[src/rtl/sac_pkg.sv]
package sac_pkg;
  typedef enum logic [2:0] {
    SEL_SEC   = 3'd0,
    SEL_FRAC  = 3'd1,
    SEL_ALARM = 3'd2,
    SEL_CTRL  = 3'd3,
    SEL_STAT  = 3'd4
  } sac_sel_e;

  localparam int STAT_OVF_BIT = 0;
  localparam int STAT_ALM_BIT = 1;
  localparam int CTRL_EN_BIT  = 0;
endpackage

[src/rtl/sac_counter.sv]
module sac_counter
  import sac_pkg::*;
#(
  parameter int SEC_W  = 32,
  parameter int FRAC_W = 15
) (
  input  logic              clk,
  input  logic              rst_n,
  input  logic              tick,
  input  logic              halt_ext,
  input  logic              ld_sec,
  input  logic              ld_frac,
  input  logic              ld_en,
  input  logic              ovf_clr,
  input  logic [SEC_W-1:0]  wdata,
  output logic [SEC_W-1:0]  sec_q,
  output logic [FRAC_W-1:0] frac_q,
  output logic              en_q,
  output logic              ovf_q,
  output logic              boundary_o,
  output logic [SEC_W-1:0]  sec_next_o
);
  localparam int CNT_W = SEC_W + FRAC_W;

  logic [CNT_W-1:0] cnt_q;
  logic [CNT_W-1:0] cnt_inc;
  logic running, step, wrap;

  assign running    = en_q & ~ovf_q & ~halt_ext;
  assign step       = tick & running & ~ld_sec & ~ld_frac;
  assign cnt_inc    = cnt_q + CNT_W'(1);
  assign wrap       = step & (&cnt_q);
  assign boundary_o = step & (&cnt_q[FRAC_W-1:0]);
  assign sec_next_o = cnt_inc[CNT_W-1:FRAC_W];
  assign sec_q      = cnt_q[CNT_W-1:FRAC_W];
  assign frac_q     = cnt_q[FRAC_W-1:0];

  always_ff @(posedge clk) begin
    if (!rst_n) begin
      cnt_q <= '0;
      en_q  <= 1'b0;
      ovf_q <= 1'b0;
    end else begin
      if (step)    cnt_q <= cnt_inc;
      if (ld_sec)  cnt_q[CNT_W-1:FRAC_W] <= wdata;
      if (ld_frac) cnt_q[FRAC_W-1:0] <= wdata[FRAC_W-1:0];
      if (ld_sec)     en_q <= 1'b1;
      else if (ld_en) en_q <= wdata[CTRL_EN_BIT];
      if (wrap)         ovf_q <= 1'b1;
      else if (ovf_clr) ovf_q <= 1'b0;
    end
  end

  assert_step_R1: assert property (@(posedge clk) disable iff (!rst_n)
    step && !(&cnt_q) |=> cnt_q == $past(cnt_q) + CNT_W'(1));

  assert_hold_R2: assert property (@(posedge clk) disable iff (!rst_n)
    !running && !ld_sec && !ld_frac |=> $stable(cnt_q));

  assert_wrap_R3: assert property (@(posedge clk) disable iff (!rst_n)
    step && (&cnt_q) |=> ovf_q && cnt_q == '0);

  assert_tick_dropped_R11: assert property (@(posedge clk) disable iff (!rst_n)
    ld_sec && !ld_frac |=> frac_q == $past(frac_q));
endmodule

[src/rtl/sac_alarm.sv]
module sac_alarm #(
  parameter int SEC_W = 32
) (
  input  logic             clk,
  input  logic             rst_n,
  input  logic             ld_alarm,
  input  logic [SEC_W-1:0] wdata,
  input  logic             boundary,
  input  logic [SEC_W-1:0] sec_next,
  input  logic             flag_clr,
  input  logic             irq_en,
  output logic [SEC_W-1:0] alarm_q,
  output logic             flag_q,
  output logic             irq_o
);
  localparam logic [SEC_W-1:0] UNUSED_VAL = '1;

  logic armed, hit;

  assign armed = (alarm_q != UNUSED_VAL);
  assign hit   = boundary & armed & (sec_next == alarm_q);
  assign irq_o = flag_q & irq_en;

  always_ff @(posedge clk) begin
    if (!rst_n) begin
      alarm_q <= UNUSED_VAL;
      flag_q  <= 1'b0;
    end else begin
      if (ld_alarm) alarm_q <= wdata;
      if (hit)           flag_q <= 1'b1;
      else if (flag_clr) flag_q <= 1'b0;
    end
  end

  assert_unused_R7: assert property (@(posedge clk) disable iff (!rst_n)
    (alarm_q == UNUSED_VAL) && !flag_q |=> !flag_q);

  assert_flag_clear_R8: assert property (@(posedge clk) disable iff (!rst_n)
    flag_q && flag_clr && !boundary |=> !flag_q);

  assert_no_match_off_boundary_R6: assert property (@(posedge clk) disable iff (!rst_n)
    !flag_q && !boundary |=> !flag_q);
endmodule

[src/rtl/sec_alarm_counter.sv]
module sec_alarm_counter
  import sac_pkg::*;
#(
  parameter int SEC_W  = 32,
  parameter int FRAC_W = 15
) (
  input  logic              clk,
  input  logic              rst_n,
  input  logic              tick_i,
  input  logic              non_valid_i,
  input  logic              failure_i,
  input  logic              lock_soft_i,
  input  logic              lock_hard_i,
  input  logic              alarm_ie_i,
  input  logic              wr_en_i,
  input  logic [2:0]        wr_sel_i,
  input  logic [SEC_W-1:0]  wr_data_i,
  output logic [SEC_W-1:0]  sec_o,
  output logic [FRAC_W-1:0] frac_o,
  output logic [SEC_W-1:0]  alarm_o,
  output logic              enable_o,
  output logic              ovf_o,
  output logic              alarm_flag_o,
  output logic              alarm_irq_o
);
  sac_sel_e sel;
  logic locked;
  logic ld_sec, ld_frac, ld_en, ld_alarm, ovf_clr, flag_clr;
  logic boundary;
  logic [SEC_W-1:0] sec_next;

  assign sel      = sac_sel_e'(wr_sel_i);
  assign locked   = lock_soft_i | lock_hard_i;
  assign ld_sec   = wr_en_i & ~locked & (sel == SEL_SEC);
  assign ld_frac  = wr_en_i & ~locked & (sel == SEL_FRAC);
  assign ld_en    = wr_en_i & ~locked & (sel == SEL_CTRL);
  assign ld_alarm = wr_en_i & (sel == SEL_ALARM);
  assign ovf_clr  = wr_en_i & (sel == SEL_STAT) & wr_data_i[STAT_OVF_BIT];
  assign flag_clr = wr_en_i & (sel == SEL_STAT) & wr_data_i[STAT_ALM_BIT];

  sac_counter #(.SEC_W(SEC_W), .FRAC_W(FRAC_W)) u_counter (
    .clk        (clk),
    .rst_n      (rst_n),
    .tick       (tick_i),
    .halt_ext   (non_valid_i | failure_i),
    .ld_sec     (ld_sec),
    .ld_frac    (ld_frac),
    .ld_en      (ld_en),
    .ovf_clr    (ovf_clr),
    .wdata      (wr_data_i),
    .sec_q      (sec_o),
    .frac_q     (frac_o),
    .en_q       (enable_o),
    .ovf_q      (ovf_o),
    .boundary_o (boundary),
    .sec_next_o (sec_next)
  );

  sac_alarm #(.SEC_W(SEC_W)) u_alarm (
    .clk      (clk),
    .rst_n    (rst_n),
    .ld_alarm (ld_alarm),
    .wdata    (wr_data_i),
    .boundary (boundary),
    .sec_next (sec_next),
    .flag_clr (flag_clr),
    .irq_en   (alarm_ie_i),
    .alarm_q  (alarm_o),
    .flag_q   (alarm_flag_o),
    .irq_o    (alarm_irq_o)
  );

  assert_lock_R4: assert property (@(posedge clk) disable iff (!rst_n)
    locked && !tick_i |=> $stable(sec_o) && $stable(frac_o) && $stable(enable_o));

  assert_sec_load_R5: assert property (@(posedge clk) disable iff (!rst_n)
    wr_en_i && !locked && sel == SEL_SEC |=> enable_o && sec_o == $past(wr_data_i));
endmodule

[config.mk]
export PLATFORM = sky130hd
export DESIGN_NAME = sec_alarm_counter
export DESIGN_NICKNAME = d
export VERILOG_FILES = /design/src/rtl/sac_pkg.sv /design/src/rtl/sac_counter.sv /design/src/rtl/sac_alarm.sv /design/src/rtl/sec_alarm_counter.sv
export SDC_FILE = /design/constraint.sdc
export NUM_CORES = 1
export LEC_CHECK = 0
export ABC_AREA = 1
export BUFFER_PORTS_ARGS = -buffer_cell sky130_fd_sc_hd__buf_2
export CAP_MARGIN = 5
export CELL_PAD_IN_SITES_DETAIL_PLACEMENT = 1
export CELL_PAD_IN_SITES_GLOBAL_PLACEMENT = 2
export CORE_MARGIN = 4
export CORE_UTILIZATION = 28
export CTS_CLUSTER_SIZE = 10
export DETAILED_ROUTE_END_ITERATION = 8
export PLACE_DENSITY = 0.85
export SYNTH_ARGS = -nofsm -noshare
export SYNTH_HDL_FRONTEND = slang
export SYNTH_SLANG_ARGS = --single-unit
[constraint.sdc]
create_clock -name clk -period 2.1 [get_ports clk]
set_input_delay 0.315 -clock clk [delete_from_list [all_inputs] [get_ports clk]]
set_output_delay 0.315 -clock clk [all_outputs]
set_load 0.05 [all_outputs]
==> flow_metrics.tcl <==
set metrics [dict create \
    run_status "finished with violations" \
    failed_checks "setup timing" \
    maxSlewHeadroom_pct 66.48 \
    power_report.internal_total_uw 2642 \
    grt_overflow_total 0 \
    cts_tree "yes" \
    postSynthAreaPerCell_sq_um 5.942 \
    finalSetupViolations 1 \
    nets 1238 \
    grt_start_max_net_pins 56 \
    multi_input_comb_area_sq_um 3880 \
    ys_warn_count 0 \
    placement.io_buffers 126 \
    io-pin-count 127 \
    insertion_delay_ns 0.37 \
    cts_buffer_depth 2 \
    dp_hpwl_microns 20980 \
    switching_share_pct 29.80 \
    unique_masters_post_synth 33 \
    netlist_area_sq_um 5520 \
    synth-compound-area-share_pct 10.24 \
    synthSimpleGateAreaFrac_pct 47.94 \
    combPwrFrac_pct 11.6 \
    report.final.hold_viol_count 0 \
    vdd_drop_max_uv 384.8 \
    holdBufCountCts 0 \
    cts_num_sinks 82 \
    p_switching_uw 1121 \
    power_density_nw_per_um2 442.8 \
    post_layout_minimum_cycle_time_ns 2.331 \
    synth.mux.area_fraction_pct 0 \
    drt_pass1_iterations 5 \
    clock_power_share_pct 45.4 \
    syn_inst 929 \
    synth.ff_latch_count 82 \
    cts_bufs_inserted 9 \
    timing.final.ws_setup_ns -0.2312 \
    rrSetupSlack_ns -0.23 \
    dieArea_sq_um 22030 \
    antennaDiodeCount 0 \
    layout.core_utilization_pct 43.81 \
    worst_clock_skew_ns 0.01350 \
    timing.critical_path.slowest_cell_delay_ns 0.37 \
    crit_path_start_kind "register" \
    yosysSeqAreaShare_pct 29.74 \
    clkSlewWorstSetupHoldPaths_ns 0.08 \
    std_cell_rows 51 \
    first_pass_grt_wire_length_microns 41630 \
    initial_core_util_pct 28.46 \
    layout-drive-gt1-share_pct 37.73 \
    fillCellCount 2590 \
    drt_iter0_drc 457 \
    antenna_found_initial 0 \
    cap_violations 0 \
    vias_per_cell 5.065 \
    timing.critical_path.to_type "register" \
    synthXorXnorAreaFrac_pct 3.762 \
    die_w_microns 148.4 \
    wl_per_cell_microns 19.52 \
    layout.cells.most_common_list "341 x nand2_1, 133 x buf_4, 126 x buf_2" \
    fin_total_pwr_uw 3763 \
    globalplace.congestion 0.9490 \
    dieHeight_microns 148.4 \
    mappedNetlistNets 974 \
    timing.critical_path.fanout_max 3 \
    crit_chain "nand2_1 -> nor2_1 -> nand2_1 -> buf_4 -> nand3b_1 -> nand2_1 -> nand2_1 -> nand2_1 -> nand3_1 -> nor2_2 -> nand2_2 -> nor2_2 -> nand3_2 -> a21oi_2" \
    vias_in_the_first_global_route 7307 \
    drtAntennaViolNets 0 \
    grt.total_usage_pct 24.53 \
    tightestPinTransition_ns 0.4990 \
    cp_common_cell "nand2_1" \
    ctsHtreeMaxLevel 3 \
    mostFrequentLayoutCell "nand2_1" \
    wl_microns 28560 \
    max_clock_freq_ghz 0.4290 \
    layout-area-overhead-vs-synth_pct 53.94 \
    final.period_utilization_pct 111.0 \
    drc_violation_count_after_routing 0 \
    power_leakage_uw 0.003948 \
    timing.critical_path.arrival_ns 2.63 \
    worstSetupPathType "register to register" \
    min_path_type "input port to register" \
    core_region_area_sq_um 19400 \
    worst_path_max_delay_cell "dfxtp_2" \
    maxSlewViolCount 0 \
    vias 7410 \
    worst-endpoint-required_ns 2.40 \
    ff_latch_area_sq_um 1690 \
    synth_adder_area_share_pct 0.2267 \
    share_of_total_power_in_sequential_cells_pct 43.0 \
    main_combinational_cell_family_by_area_after_synthesis "simple AND/OR/NAND/NOR gates" \
    root_buffer "clkbuf_16" \
    rsz_0062_raised_after_global_routing "yes" \
]
path summary, 6_finish.rpt:
path | startpoint | end | cells after the start
worst min register to register | u_counter.ovf_q$_SDFFE_PN0P_ | u_counter.ovf_q$_SDFFE_PN0P_ | 2
worst min-delay path | wr_data_i[30] | u_alarm.alarm_q[30]$_SDFFE_PN1P_ | 3
worst max-delay path | u_counter.cnt_q[20]$_SDFFE_PN0P_ | u_alarm.flag_q$_SDFFE_PN0P_ | 14
worst max register to register | u_counter.cnt_q[20]$_SDFFE_PN0P_ | u_alarm.flag_q$_SDFFE_PN0P_ | 14
area by class of cell:
cell class,count,share of cell area (%)
inverter,93,4.196
sequential,82,19.89
multi-input combinational,729,45.66
clock inverter,7,0.8981
timing repair buffer,278,22.81
clock buffer,9,2.650
tap,265,3.902
metal layers:
layer	up-vias	GRT usage (%)	routed length, microns
met1	3599	33.56	12880
li1	3531	-	-
met3	55	3.260	1407
met4	0	7.344	722
met5	-	0	0
met2	225	40.44	13550
logic make-up after synthesis:
kind of cell	Yosys count
buffers and inverters	118
XOR/XNOR	19
flip-flops	82
adder cells (fa/ha/maj)	1
AO/OA/AOI/OAI	86
AND/OR/NAND/NOR	623
sequential cells by signal, indices dropped and copies added (netlist names):
| name | count |
|---|---|
| u_counter.cnt_q | 47 |
| u_alarm.alarm_q | 32 |
| u_counter.en_q | 1 |
| u_counter.ovf_q | 1 |
| u_alarm.flag_q | 1 |
power by group through the flow:
| stage | clock network, uW | logic, uW | registers [uW] |
|---|---|---|---|
| after floorplan | 0 | 135 | 1750 |
| after global placement | 0 | 419 | 1660 |
| after detailed placement | 0 | 423 | 1660 |
| after CTS | 1720 | 426 | 1620 |
| after global routing | 1800 | 465 | 1620 |
| final | 1710 | 437 | 1620 |
through the flow:
step	setup slack, ns	area, sq um	TNS, ns	std cells	hold slack [ns]
floorplan	0.002102	5533	0	929	0.4282
global placement	-0.1798	7291	-0.1798	1406	0.5040
detailed placement	-0.2164	7291	-0.2164	1406	0.5409
CTS	0.0005944	7981	0	1439	0.1675
global route	-0.3074	8498	-0.3074	1463	0.1929
finish	-0.2312	8498	-0.2312	1463	0.1723
synth_stat cells:
cell / count / area (sq um)
nand2_1: 385 / 1445
nor2_1: 94 / 352.8
nand3_1: 92 / 460.4
inv_1: 87 / 326.6
dfxtp_1: 82 / 1642
a31oi_1: 43 / 269.0
o211ai_1: 28 / 210.2
clkbuf_1: 17 / 63.81
nor2_2: 12 / 75.07
nand4_1: 11 / 68.82
xnor2_1: 9 / 78.83
nand3b_1: 8 / 60.06
nand2_2: 7 / 43.79
o21ai_0: 7 / 35.03
xor2_1: 7 / 61.31
nor2_4: 6 / 67.56
a21oi_1: 5 / 25.02
buf_1: 5 / 18.77
inv_2: 4 / 15.01
buf_2: 3 / 15.01
xnor3_1: 3 / 67.56
clkinv_1: 2 / 7.510
nor3_1: 2 / 10.01
a21oi_2: 1 / 8.760
a221oi_1: 1 / 8.760
ha_1: 1 / 12.51
nand2_4: 1 / 11.26
nand3_2: 1 / 10.01
nor2_8: 1 / 20.02
nor3b_1: 1 / 7.510
o21ai_2: 1 / 8.760
or2_2: 1 / 6.260
or4_1: 1 / 7.510
worst max-delay path, delay by kind of cell (launching register included):
| kind | cells | cell delay [ns] |
|---|---|---|
| AO/OA/AOI/OAI | 1 | 0.13 |
| buffers and inverters | 1 | 0.17 |
| flip-flops | 1 | 0.37 |
| AND/OR/NAND/NOR | 12 | 1.61 |
what timing repair did:
item | 4_1_cts | 5_1_grt
setup endpoints to repair | 1 | 1
cloned | 1 | 0
buffers inserted | 16 | 24
gates resized for setup | 61 | 102
pin swaps | 25 | 58
Note: power is estimated with default switching activity, not from simulation.
